`config.mk`:
```
export PLATFORM = sky130hd
export DESIGN_NAME = sdx_event_irq
export DESIGN_NICKNAME = d
export VERILOG_FILES = /design/src/rtl/sdx_event_irq_pkg.sv /design/src/rtl/sdx_event_irq_flags.sv /design/src/rtl/sdx_event_irq_mask.sv /design/src/rtl/sdx_event_irq_out.sv /design/src/rtl/sdx_event_irq.sv
export SDC_FILE = /design/constraint.sdc
export NUM_CORES = 1
export LEC_CHECK = 0
export BUFFER_PORTS_ARGS = -buffer_cell sky130_fd_sc_hd__buf_4
export CORE_ASPECT_RATIO = 1.1
export CORE_MARGIN = 1
export CORE_UTILIZATION = 38
export CTS_CLUSTER_SIZE = 24
export DETAILED_ROUTE_END_ITERATION = 12
export PLACE_DENSITY = 0.78
export SLEW_MARGIN = 20
export SYNTH_ARGS = -nofsm -noshare
export SYNTH_HDL_FRONTEND = slang
export SYNTH_SLANG_ARGS = --single-unit
```
`constraint.sdc`:
```
create_clock -name clk -period 0.8 [get_ports clk]
set_clock_uncertainty 0.05 [all_clocks]
set_input_delay 0.12 -clock clk [delete_from_list [all_inputs] [get_ports clk]]
set_output_delay 0.12 -clock clk [all_outputs]
set_load 0.01 [all_outputs]
```
`src/rtl/sdx_event_irq_pkg.sv`:
```
package sdx_event_irq_pkg;

   // Flag bit positions; software decodes these, so they are fixed.
   localparam int EV_XFER_DONE = 0;
   localparam int EV_PROG_DONE = 1;
   localparam int EV_CMD_END   = 2;
   localparam int EV_RX_REQ    = 5;
   localparam int EV_TX_REQ    = 6;
   localparam int EV_CARD      = 7;

   localparam int MIN_FLAGS = 8;
   localparam int MAX_FLAGS = 64;

   localparam logic REG_SEL_FLAGS = 1'b0;
   localparam logic REG_SEL_MASK  = 1'b1;

   typedef enum logic [1:0] {
      FK_NONE,
      FK_STICKY,
      FK_LEVEL
   } flag_kind_e;

   function automatic flag_kind_e kind_of(input int idx);
      case (idx)
         EV_XFER_DONE, EV_PROG_DONE, EV_CMD_END, EV_CARD: return FK_STICKY;
         EV_RX_REQ, EV_TX_REQ:                          return FK_LEVEL;
         default:                                       return FK_NONE;
      endcase
   endfunction

   function automatic logic [MAX_FLAGS-1:0] kind_mask(input flag_kind_e k);
      logic [MAX_FLAGS-1:0] m;
      m = '0;
      for (int i = 0; i < MAX_FLAGS; i++) begin
         if (kind_of(i) == k) m[i] = 1'b1;
      end
      return m;
   endfunction

endpackage

```
`src/rtl/sdx_event_irq_flags.sv`:
```
module sdx_event_irq_flags
   import sdx_event_irq_pkg::*;
#(
   parameter int FLAG_W = 8
) (
   input  logic              clk,
   input  logic              rst_n,
   input  logic [FLAG_W-1:0] set_i,
   input  logic [FLAG_W-1:0] lvl_i,
   input  logic [FLAG_W-1:0] clr_i,
   output logic [FLAG_W-1:0] flags_o
);

   localparam logic [FLAG_W-1:0] STICKY_BITS = FLAG_W'(kind_mask(FK_STICKY));
   localparam logic [FLAG_W-1:0] LEVEL_BITS  = FLAG_W'(kind_mask(FK_LEVEL));

   // Inputs at positions of another kind are deliberately left unconnected.
   logic unused_bits;
   assign unused_bits = ^(set_i & ~STICKY_BITS) ^ ^(clr_i & ~STICKY_BITS)
                      ^ ^(lvl_i & ~LEVEL_BITS);

   for (genvar i = 0; i < FLAG_W; i++) begin : g_bit
      if (kind_of(i) == FK_STICKY) begin : g_sticky
         logic q;
         // Set has priority over a simultaneous clear.
         always_ff @(posedge clk) begin
            if (!rst_n) q <= 1'b0;
            else        q <= set_i[i] | (q & ~clr_i[i]);
         end
         assign flags_o[i] = q;
      end else if (kind_of(i) == FK_LEVEL) begin : g_level
         assign flags_o[i] = lvl_i[i];
      end else begin : g_none
         assign flags_o[i] = 1'b0;
      end
   end

endmodule

```
`src/rtl/sdx_event_irq_mask.sv`:
```
module sdx_event_irq_mask #(
   parameter int              FLAG_W   = 8,
   parameter logic [FLAG_W-1:0] MASK_RST = '1
) (
   input  logic              clk,
   input  logic              rst_n,
   input  logic              we_i,
   input  logic [FLAG_W-1:0] wd_i,
   output logic [FLAG_W-1:0] mask_o
);

   always_ff @(posedge clk) begin
      if (!rst_n)    mask_o <= MASK_RST;
      else if (we_i) mask_o <= wd_i;
   end

endmodule

```
`src/rtl/sdx_event_irq_out.sv`:
```
module sdx_event_irq_out #(
   parameter int FLAG_W  = 8,
   parameter bit OUT_REG = 1'b1
) (
   input  logic              clk,
   input  logic              rst_n,
   input  logic [FLAG_W-1:0] flags_i,
   input  logic [FLAG_W-1:0] mask_i,
   output logic              irq_o
);

   logic pending;
   assign pending = |(flags_i & ~mask_i);

   if (OUT_REG) begin : g_reg
      logic irq_q;
      always_ff @(posedge clk) begin
         if (!rst_n) irq_q <= 1'b0;
         else        irq_q <= pending;
      end
      assign irq_o = irq_q;
   end else begin : g_comb
      logic unused_clk;
      assign unused_clk = clk ^ rst_n;
      assign irq_o = pending;
   end

endmodule

```
`src/rtl/sdx_event_irq.sv`:
```
module sdx_event_irq
   import sdx_event_irq_pkg::*;
#(
   parameter int                FLAG_W   = 8,
   parameter bit                OUT_REG  = 1'b1,
   parameter logic [FLAG_W-1:0] MASK_RST = '1
) (
   input  logic              clk,
   input  logic              rst_n,
   input  logic              xfer_done_pulse,
   input  logic              prog_done_pulse,
   input  logic              cmd_end_pulse,
   input  logic              card_int_pulse,
   input  logic              rx_req_lvl,
   input  logic              tx_req_lvl,
   input  logic              reg_wr_en,
   input  logic              reg_wr_sel,
   input  logic [FLAG_W-1:0] reg_wr_data,
   input  logic              reg_rd_sel,
   output logic [FLAG_W-1:0] reg_rd_data,
   output logic              irq_o
);

   // Elaboration-time parameter checks
   if (FLAG_W < MIN_FLAGS || FLAG_W > MAX_FLAGS) begin : g_bad_width
      $error("sdx_event_irq: FLAG_W must lie in [%0d,%0d]", MIN_FLAGS, MAX_FLAGS);
   end

   logic [FLAG_W-1:0] set_w;
   logic [FLAG_W-1:0] lvl_w;
   logic [FLAG_W-1:0] clr_w;
   logic [FLAG_W-1:0] flags_w;
   logic [FLAG_W-1:0] mask_w;
   logic              mask_we;

   always_comb begin
      set_w               = '0;
      set_w[EV_XFER_DONE] = xfer_done_pulse;
      set_w[EV_PROG_DONE] = prog_done_pulse;
      set_w[EV_CMD_END]   = cmd_end_pulse;
      set_w[EV_CARD]      = card_int_pulse;
      lvl_w               = '0;
      lvl_w[EV_RX_REQ]    = rx_req_lvl;
      lvl_w[EV_TX_REQ]    = tx_req_lvl;
   end

   assign clr_w   = (reg_wr_en && reg_wr_sel == REG_SEL_FLAGS) ? reg_wr_data : '0;
   assign mask_we = reg_wr_en && reg_wr_sel == REG_SEL_MASK;

   sdx_event_irq_flags #(.FLAG_W(FLAG_W)) u_flags (
      .clk     (clk),
      .rst_n   (rst_n),
      .set_i   (set_w),
      .lvl_i   (lvl_w),
      .clr_i   (clr_w),
      .flags_o (flags_w)
   );

   sdx_event_irq_mask #(.FLAG_W(FLAG_W), .MASK_RST(MASK_RST)) u_mask (
      .clk    (clk),
      .rst_n  (rst_n),
      .we_i   (mask_we),
      .wd_i   (reg_wr_data),
      .mask_o (mask_w)
   );

   sdx_event_irq_out #(.FLAG_W(FLAG_W), .OUT_REG(OUT_REG)) u_out (
      .clk     (clk),
      .rst_n   (rst_n),
      .flags_i (flags_w),
      .mask_i  (mask_w),
      .irq_o   (irq_o)
   );

   assign reg_rd_data = (reg_rd_sel == REG_SEL_MASK) ? mask_w : flags_w;

endmodule

```
After elaboration in Yosys (flattened, before gate mapping)
Index checks and enable logic that the tools add are counted.
{ "word_totals": {"rom_bits": 0, "latchBits": 0, "elab_cells": 26, "memories": 0, "output_inout_bits": 9, "input_bits": 19, "ramBits": 0, "register_bits": 13} }
{ "classes": {"order_cmp": 0, "n_eq_ne": 0, "shift": 0, "reduce_logical": 3, "div_mod_pow": 0, "n_mul": 0, "mux": 2, "bitwise_logic": 15, "n_addsub": 0} }
{ "ops": {"columns": ["operator", "count"], "rows": [
  ["two-way mux 8 bit", 2],
  ["AND 8 bit", 1],
  ["inverter 8 bit", 1],
  ["OR reduction 8 bit", 1],
  ["inverter 1 bit", 5],
  ["AND 1 bit", 4],
  ["bitwise OR 1 bit", 4],
  ["logical AND 1 bit", 2]
]} }

Logic depth before layout (Yosys ltp)
Gate-level depths: netlist of run 1.
{ "depth": {"ltp_word": 6, "depth_mapped": 4, "depth_no_buf": 3} }

Hierarchy
From an unflattened synthesis of run 1, not the netlist that was laid out.
{ "hier_totals": {"cells_unflattened": 80, "area_unflattened_um2": 812.0} }
{ "modules_own_cells": {"columns": ["mod", "area_each_um2", "n_inst", "cells_each"], "rows": [
  ["sdx_event_irq_mask", 285.3, 1, 26],
  ["sdx_event_irq_flags", 229.0, 1, 21],
  ["sdx_event_irq", 211.5, 1, 19],
  ["sdx_event_irq_out", 86.3, 1, 14]
]} }

Worst setup path before layout of run 1
OpenSTA, ideal clock, no wires.
{ "synth_timing": {"path_type": "flip-flop to flip-flop", "startpoint": "reg u_flags.g_bit[1].g_sticky.q", "endpoint": "reg u_out.g_reg.irq_q, in the netlist u_out.irq_o", "setup_ps": 120, "synth_period_minus_slack_ps": 855, "arrival_ps": 685, "stages_incl_launch_ff": 4, "path_slack_ps": -55, "n_path_buf": 0, "cell_sequence": "dfxtp_1 > inv_1 > o22ai_1 > o31a_1"} }
{ "synth_via": {"elab_chain_len": 2} }
{ "synth_rtl": {"columns": ["item", "line", "rtl"], "rows": [
  ["start: declaration", "sdx_event_irq_flags.sv:24", "logic q;"],
  ["start signal: assignment", "sdx_event_irq_flags.sv:28", "else q <= set_i[i] | (q & ~clr_i[i]);"],
  ["AND 8 bit", "sdx_event_irq_out.sv:13", "assign pending = |(flags_i & ~mask_i);"],
  ["OR reduction 8 bit", "sdx_event_irq_out.sv:13", null],
  ["end signal: assignment", "sdx_event_irq_out.sv:19", "else irq_q <= pending;"],
  ["end: declaration", "sdx_event_irq_out.sv:16", "logic irq_q;"]
]} }
Every way passes these cells.
A chain may end at the register's enable or synchronous reset.

Worst setup path in the final report of run 1
{ "layout_timing": {"startpoint": "reg u_flags.g_bit[1].g_sticky.q", "endpoint": "out reg_rd_data[1]"} }
{ "layout_via": {"elab_chain_len": 1} }
{ "layout_rtl": {"columns": ["item", "line", "rtl"], "rows": [
  ["two-way mux 8 bit", "sdx_event_irq.sv:75", "assign reg_rd_data = (reg_rd_sel == REG_SEL_MASK) ? mask_w : flags_w;"],
  ["end: declaration", "sdx_event_irq.sv:20", "output logic [FLAG_W-1:0] reg_rd_data,"]
]} }
Every way passes these cells.

==> results of run 1 <==
==> power by group <==
group / total [mW] / leakage (nW) / switching, mW / internal (mW)
clock: 0.404 / 0.0150 / 0.210 / 0.193
combinational: 0.378 / 0.322 / 0.167 / 0.212
sequential: 0.728 / 0.106 / 0.0256 / 0.702
==> timing repair <==
item	4_1_cts	5_1_grt
endpoints found under the setup margin	10	13
endpoints found under the hold margin	3	3
pin swaps	4	4
buffers inserted	4	3
resized for setup	23	9
==> cell usage after synthesis <==
cell type and n:
buf_4 1, buf_2 2, o22ai_1 3, o21ai_0 6, inv_1 6, dfxtp_1 13, and2_1 3, o21a_1 4
o31a_1 1, nor2b_2 1, nand2_1 23, a21oi_1 4, nand3_1 8
==> registers in the layout (all words and copies together) (netlist names) <==
name,flops
u_out.irq_o,1
u_mask.mask_o,8
u_flags.g_bit.g_sticky.q,4
==> cell families after synthesis <==
family / count (synthesis) / share of synthesized area
AOI/OAI and AO/OA: 18 / 0.192
buffers and inverters: 9 / 0.0713
and+or+nand+nor: 35 / 0.274
DFF: 13 / 0.463
==> worst max-delay path, delay by kind of cell, from the launching register on <==
family	cells	cell delay, ns
compound gates	1	0.12
flops	1	0.32
buf+inv	2	0.17
==> layout make-up <==
cell class / instances / area (um2)
clock buffers: 4 / 26.3
fillers: 112 / 448
inverters: 6 / 22.5
multi-input cells: 53 / 292
flip-flops and latches: 13 / 275
well taps: 16 / 20.0
repair buffers: 35 / 283
==> metal layers <==
metal,vias up,routed length [um],global-route usage
met2,19,783,0.310
met5,-,0,0
met4,0,14,0.0621
met3,2,67,0.0319
met1,285,661,0.271
li1,321,-,-
==> how the worst max path moves through the flow <==
stage	start	end	slack, ns	depth (start not counted)
after global routing	u_flags.g_bit[1].g_sticky.q$_SDFF_PN0_	reg_rd_data[1]	-0.31	3
after CTS	u_flags.g_bit[1].g_sticky.q$_SDFF_PN0_	reg_rd_data[1]	-0.26	3
final	u_flags.g_bit[1].g_sticky.q$_SDFF_PN0_	reg_rd_data[1]	-0.26	3
after detailed placement	u_flags.g_bit[7].g_sticky.q$_SDFF_PN0_	u_out.irq_o$_SDFF_PN0_	-0.09	3
after floorplan	u_flags.g_bit[7].g_sticky.q$_SDFF_PN0_	u_out.irq_o$_SDFF_PN0_	-0.05	3
after global placement	u_flags.g_bit[7].g_sticky.q$_SDFF_PN0_	u_out.irq_o$_SDFF_PN0_	-0.1	3
==> stage by stage <==
stage | area [um2] | setup TNS, ns | total power [mW] | worst slack (ns) | cells
finish | 918 | -2.26 | 1.51 | -0.256 | 127
global route | 918 | -2.70 | 1.59 | -0.310 | 127
CTS | 872 | -2.17 | 1.48 | -0.261 | 125
floorplan | 562 | -0.0532 | 0.875 | -0.0532 | 75
global placement | 767 | -0.534 | 1.02 | -0.0988 | 115
detailed placement | 767 | -0.642 | 1.03 | -0.0891 | 115
==> reports/metrics.yaml, run 1 <==
outcome:
  outcome: "finished, violations left"
  violations: "negative hold slack, negative setup slack"
placed_design:
  port_buffers: 27
  place_congestion: 0.683
grt:
  antenna_found_initial: 0
  grt_pass1_wl_um: 2280
  grt_pass1_vias: 533
  overflow: 0
  track_usage: 0.197
  grt_max_degree: 15
power:
  power.density_nw_per_um2: 1640
  p_leak_nw: 0.443
  ir_worst_vdd_mv: 0.987
clocking:
  cts_tree: "yes"
  clk_latency_ns: 0.28
  clkTransAtPathRegs_ns: 0.08
  cts_root_buffer: "clkbuf_4"
  cts.sinks: 13
  cts-buffers-inserted: 3
  postCtsHoldBufs: 2
  clock_path_buffers: 2
  h-tree-depth: 1
timing:
  rsz0062_at_grt: "true"
  tightestPinTransition_ns: 0.309
  fin_crit_ns: 1.06
  maxSlewHeadroom: 0.794
  timing.final.hold_violations: 2
  final-setup-viol-count: 13
  timing.fmax_ghz: 0.947
  whs_ns: -0.00676
  setup_ws_ns: -0.256
  final.period_utilization: 1.32
  slew_violations: 0
floorplanning:
  io_pins: 28
  initial_core_util: 0.411
  rows: 14
  die_w_um: 38.7
  die_area_um2: 1640
  core-area_um2: 1370
  die_y_um: 42.3
yosys:
  syn_area_um2: 562
  ys_ff_latch: 13
  synth.area.top_cells: "dfxtp_1 46%, nand2_1 15%, nand3_1 7.1%"
  avgSynthCellArea_um2: 7.49
  yosysWarnings: 0
  yosys.area.top_type: "dfxtp_1"
  yosysTopAreaCellShare: 0.463
  syn_inst: 75
  ys_seq_area_frac: 0.463
  synthDistinctLibCells: 13
  syn_nets: 94
setup_path:
  cp.required_ns: 0.63
  rrSetupSlack_ns: -0.17
  crit_path_end_kind: "output port"
  cp_slowest_cell: "dfxtp_2"
  path_cells: "inv_2 -> o21ai_1 -> buf_4"
  worst_setup_path_start_kind: "flip-flop"
  rr_worst_depth: 4
  rr_endpoint: "u_out.irq_o$_SDFF_PN0_"
  max_stage_delay_ns: 0.32
  cp.arrival_ns: 0.89
  crit_path_max_fanout: 2
  critPathKind: "reg -> out"
  r2r_start: "u_flags.g_bit[1].g_sticky.q$_SDFF_PN0_"
detailed_routing:
  drc: 0
  drt-initial-drc-count: 13
  post_drt_wl_per_cell_um: 12.0
  viasPerCell: 4.94
  routed_wl_um: 1530
  dr_total_vias: 627
  drt_pass1_iterations: 4
  ant_nets: 0
layout:
  nets: 131
  layout-drive-gt1-share: 0.541
  final_cell_mix: "29 x buf_4, 22 x nand2_1, 12 x dfxtp_2, 8 x nand3_1"
  areaGrowthSynthToFinish_pct: 63.5
  final_common_cell: "buf_4"
  final_core_util: 0.672
  diodes: 0
hold_path:
  hold_class: "in -> reg"
  hold_start: "card_int_pulse"
  min_to: "u_flags.g_bit[7].g_sticky.q$_SDFF_PN0_"
  hold_depth: 2
job:
  drv_cap: 0
Note: power is estimated with default switching activity, not from simulation.
==> inputs of run 2 (changes only) <==
--- a/config.mk
+++ b/config.mk
@@ -12,6 +12,7 @@
 export CTS_CLUSTER_SIZE = 24
 export DETAILED_ROUTE_END_ITERATION = 12
 export PLACE_DENSITY = 0.78
+export SKIP_CTS_REPAIR_TIMING = 1
 export SLEW_MARGIN = 20
 export SYNTH_ARGS = -nofsm -noshare
 export SYNTH_HDL_FRONTEND = slang
==> run 2 against run 1 <==
  * The flow still finishes with violations (negative hold slack, negative setup slack)
  * Critical endpoint unchanged
  * Utilization is 3.8 points lower
  * Combinational power is 9.0% lower
  * Sequential share of layout area rose by 1.5 points
  * Maximum frequency down 2.3%
  * Global-route usage decreased by 3.0 points
  * Count of clock-buffer cells in the layout unchanged
==> reports/metrics.yaml, run 2 (same netlist as run 1, synthesis figures left out) <==
setup_path:
  cp.arrival_ns: 0.91
  rrSetupSlack_ns: -0.16
  r2r_start: "u_flags.g_bit[0].g_sticky.q$_SDFF_PN0_"
  rr_endpoint: "u_out.irq_o$_SDFF_PN0_"
  critPathKind: "reg -> out"
  cp.required_ns: 0.63
  worst_setup_path_start_kind: "flip-flop"
  crit_path_max_fanout: 2
  rr_worst_depth: 4
  crit_path_end_kind: "output port"
power:
  p_int_mw: 1.09
  ir_worst_vdd_mv: 0.919
  power.density_nw_per_um2: 1710
  share_comb_of_total_power: 0.232
  p_seq_frac: 0.490
  p_sw_uw: 397
  total_power_mw: 1.48
  p_leak_nw: 0.425
  p_sw_frac: 0.268
  p_clk_frac: 0.278
floorplanning:
  core-area_um2: 1370
  die_area_um2: 1640
  die_y_um: 42.3
  rows: 14
  die_w_um: 38.7
  initial_core_util: 0.411
  io_pins: 28
grt:
  overflow: 0
  grt_max_degree: 15
  track_usage: 0.167
  antenna_found_initial: 0
  grt_pass1_vias: 466
  grt_pass1_wl_um: 1930
detailed_routing:
  drc: 0
  viasPerCell: 5.02
  post_drt_wl_per_cell_um: 11.3
  ant_nets: 0
  drt-initial-drc-count: 10
  dr_total_vias: 622
  routed_wl_um: 1400
  drt_pass1_iterations: 4
timing:
  rsz0062_at_grt: "true"
  final.period_utilization: 1.35
  fin_crit_ns: 1.08
  timing.fmax_ghz: 0.926
  tightestPinTransition_ns: 0.294
  slew_violations: 0
  tns_ns: -2.18
  final-setup-viol-count: 11
  whs_ns: -0.00397
  setup_ws_ns: -0.280
  maxSlewHeadroom: 0.804
  timing.final.hold_violations: 3
clocking:
  cts.sinks: 13
  clkTransAtPathRegs_ns: 0.08
  clk_latency_ns: 0.28
  h-tree-depth: 1
  cts_root_buffer: "clkbuf_4"
  cts-buffers-inserted: 3
  clock_path_buffers: 2
  cts_tree: "yes"
job:
  drv_cap: 0
placed_design:
  place_congestion: 0.683
  place_area_um2: 767
  place_ws_ns: -0.0891
  dpl.cell_count: 115
  port_buffers: 27
outcome:
  violations: "negative hold slack, negative setup slack"
  outcome: "finished, violations left"
hold_path:
  hold_start: "prog_done_pulse"
  min_to: "u_flags.g_bit[1].g_sticky.q$_SDFF_PN0_"
  hold_depth: 2
  hold_class: "in -> reg"
layout:
  diodes: 0
  final_core_util: 0.635
  final_area_um2: 867
  areaGrowthSynthToFinish_pct: 54.3
  final_cells: 124
  layout-drive-gt1-share: 0.491
  final_common_cell: "buf_4"
  n_fill_cell: 128
  final_cell_mix: "29 x buf_4, 22 x nand2_1, 10 x dfxtp_2, 8 x nand3_1"
  largest_register_ffs: 8
  regMostFlops: "u_mask.mask_o"
  nets: 128
==> run 2: cell count changes in the layout (fill, tap and decap cells not counted), moves of 2 or more <==
cell     previous run  this run
buf_6               4         2
dfxtp_1             1         3
dfxtp_2            12        10
o22ai_1             1         3
o22ai_2             2         0
==> run 2: power groups by stage <==
stage	registers (mW)	logic [mW]	clock network [mW]
floorplan	0.728	0.146	0
global placement	0.729	0.295	0
detailed placement	0.730	0.300	0
CTS	0.715	0.300	0.409
global route	0.730	0.379	0.450
finish	0.726	0.344	0.413
==> run 2: worst max-delay path by stage <==
stage / start / to / slack, ns / cells past startpoint
6_report: u_flags.g_bit[1].g_sticky.q$_SDFF_PN0_ / reg_rd_data[1] / -0.28 / 3
3_3_place_gp: u_flags.g_bit[7].g_sticky.q$_SDFF_PN0_ / u_out.irq_o$_SDFF_PN0_ / -0.1 / 3
4_1_cts: u_flags.g_bit[2].g_sticky.q$_SDFF_PN0_ / reg_rd_data[2] / -0.34 / 3
5_1_grt: u_flags.g_bit[1].g_sticky.q$_SDFF_PN0_ / reg_rd_data[1] / -0.32 / 3
2_1_floorplan: u_flags.g_bit[7].g_sticky.q$_SDFF_PN0_ / u_out.irq_o$_SDFF_PN0_ / -0.05 / 3
3_5_place_dp: u_flags.g_bit[7].g_sticky.q$_SDFF_PN0_ / u_out.irq_o$_SDFF_PN0_ / -0.09 / 3
==> run 2: worst max-delay path, stage by stage (launching register included) <==
cell and delay [ns]:
dfxtp_2 0.33, inv_2 0.03, o21ai_1 0.13, buf_4 0.14
==> run 2: final cells by class <==
cell class | instances | area, um2 | area share
multi-input cells | 53 | 275 | 0.317
flip-flops and latches | 13 | 273 | 0.315
repair buffers | 32 | 250 | 0.289
clock buffers | 4 | 26.3 | 0.0303
inverters | 6 | 22.5 | 0.0260
well taps | 16 | 20.0 | 0.0231
==> run 2: metal layers <==
layer	part of all wire	vias up	GRT usage	wire, um
li1	-	318	-	-
met2	0.49	23	0.250	692
met4	0.010	0	0.0621	14
met1	0.45	279	0.234	625
met3	0.050	2	0.0319	70
met5	0	-	0	0
==> inputs of run 3 (changes only) <==
--- a/config.mk
+++ b/config.mk
@@ -5,6 +5,7 @@
 export SDC_FILE = /design/constraint.sdc
 export NUM_CORES = 1
 export LEC_CHECK = 0
+export ABC_CLOCK_PERIOD_IN_PS = 800
 export BUFFER_PORTS_ARGS = -buffer_cell sky130_fd_sc_hd__buf_4
 export CORE_ASPECT_RATIO = 1.1
 export CORE_MARGIN = 1
@@ -12,6 +13,7 @@
 export CTS_CLUSTER_SIZE = 24
 export DETAILED_ROUTE_END_ITERATION = 12
 export PLACE_DENSITY = 0.78
+export SETUP_SLACK_MARGIN = 0.5
 export SKIP_CTS_REPAIR_TIMING = 1
 export SLEW_MARGIN = 20
 export SYNTH_ARGS = -nofsm -noshare
==> run 3 against run 2 <==
  * The flow still finishes with violations (negative hold slack, negative setup slack)
  * Sequential power is 0.8% higher
  * Die area stayed put
  * Clock power hardly changed
  * Power is 1.3% higher
  * Critical path depth stayed put
  * Cell area is 2.0% higher
  * Worst hold slack worse by 0.0046 ns
  * Utilization is 1.3 points higher
  * Combinational power is 4% higher
  * Largest cell class unchanged
==> reports/metrics.yaml, run 3 (same netlist as run 1, synthesis figures left out) <==
outcome:
  outcome: "finished, violations left"
  violations: "negative hold slack, negative setup slack"
timing:
  whs_ns: -0.00859
  timing.fmax_ghz: 0.939
  fin_crit_ns: 1.06
  setup_ws_ns: -0.264
  slew_violations: 0
  final.period_utilization: 1.33
  final-setup-viol-count: 10
  rsz0062_at_grt: "true"
  tightestPinTransition_ns: 0.314
  tns_ns: -2.16
  maxSlewHeadroom: 0.790
  timing.final.hold_violations: 4
placed_design:
  place_congestion: 0.758
  place_area_um2: 796
  port_buffers: 27
  dp_hpwl_um: 996
power:
  p_int_mw: 1.09
  p_sw_uw: 415
  p_sw_frac: 0.276
  power.density_nw_per_um2: 1700
  ir_worst_vdd_mv: 0.944
  p_leak_nw: 0.428
  p_clk_frac: 0.275
  p_seq_frac: 0.487
  total_power_mw: 1.50
  share_comb_of_total_power: 0.238
layout:
  register_area_um2: 277
  diodes: 0
  final_area_um2: 885
  multi_input_area_um2: 305
  n_fill_cell: 125
  layout-drive-gt1-share: 0.600
  final_cell_mix: "25 x buf_4, 21 x nand2_1, 13 x dfxtp_2, 6 x nand3_1"
  final_common_cell: "buf_4"
  final_core_util: 0.647
  regMostFlops: "u_mask.mask_o"
  largest_register_ffs: 8
  nets: 125
  areaGrowthSynthToFinish_pct: 57.5
clocking:
  cts-buffers-inserted: 3
  cts_tree: "yes"
  clk_latency_ns: 0.28
  h-tree-depth: 1
  cts_root_buffer: "clkbuf_4"
  clkTransAtPathRegs_ns: 0.08
  clock_path_buffers: 2
  cts.sinks: 13
detailed_routing:
  routed_wl_um: 1360
  drt-initial-drc-count: 1
  ant_nets: 0
  drt_pass1_iterations: 2
  post_drt_wl_per_cell_um: 11.3
  viasPerCell: 5.00
  dr_total_vias: 605
  drc: 0
setup_path:
  rr_endpoint: "u_out.irq_o$_SDFF_PN0_"
  r2r_start: "u_flags.g_bit[1].g_sticky.q$_SDFF_PN0_"
  crit_start: "u_flags.g_bit[0].g_sticky.q$_SDFF_PN0_"
  rrSetupSlack_ns: -0.12
  crit_path_max_fanout: 3
  rr_worst_depth: 4
  cp.arrival_ns: 0.89
  critPathKind: "reg -> out"
  cp.required_ns: 0.63
  worst_setup_path_start_kind: "flip-flop"
  crit_path_end_kind: "output port"
floorplanning:
  die_w_um: 38.7
  die_area_um2: 1640
  io_pins: 28
  core-area_um2: 1370
  rows: 14
  initial_core_util: 0.411
  die_y_um: 42.3
grt:
  grt_max_degree: 15
  grt_pass1_wl_um: 2300
  track_usage: 0.198
  antenna_found_initial: 0
  grt_pass1_vias: 582
  overflow: 0
hold_path:
  hold_depth: 3
  hold_class: "in -> reg"
  hold_start: "reg_wr_data[3]"
  min_to: "u_mask.mask_o[3]$_SDFFE_PN1P_"
job:
  drv_cap: 0
==> run 3: through the flow <==
stage	instances	setup WS [ns]	hold WS (ns)
floorplan	75	-0.0532	0.187
global route	121	-0.313	-0.00663
global placement	116	-0.0932	0.281
CTS	120	-0.302	-0.00869
detailed placement	116	-0.0962	0.286
finish	121	-0.264	-0.00859
==> run 3: area by class of cell <==
cell class	instances	share of cell area
timing repair buffer	29	0.263
inverter	6	0.0255
clock inverter	1	0.00566
clock buffer	3	0.0255
multi-input combinational	53	0.345
tap	16	0.0226
sequential	13	0.313
==> run 3: how the worst max path moves through the flow <==
stage	to	slack, ns
2_1_floorplan	u_out.irq_o$_SDFF_PN0_	-0.05
3_3_place_gp	u_out.irq_o$_SDFF_PN0_	-0.09
3_5_place_dp	u_out.irq_o$_SDFF_PN0_	-0.1
4_1_cts	reg_rd_data[7]	-0.30
5_1_grt	reg_rd_data[1]	-0.31
6_report	reg_rd_data[0]	-0.26
==> run 3: layer usage <==
metal | part of all wire | global-route usage | vias up
met3 | 0.037 | 0.0319 | 2
met5 | 0 | 0 | -
met1 | 0.46 | 0.253 | 280
met4 | 0.013 | 0.103 | 0
li1 | - | - | 306
met2 | 0.49 | 0.310 | 17
==> run 3: worst max-delay path, stage by stage, from the launching register on <==
cell and delay [ns]:
dfxtp_2 0.33, inv_2 0.05, o21ai_2 0.12, buf_4 0.13
==> run 3: power by group through the flow <==
stage,logic [mW],clock network [mW],registers [mW]
after detailed placement,0.327,0,0.735
after CTS,0.328,0.422,0.720
after floorplan,0.169,0,0.732
after global placement,0.322,0,0.733
final,0.357,0.413,0.732
after global routing,0.393,0.451,0.738
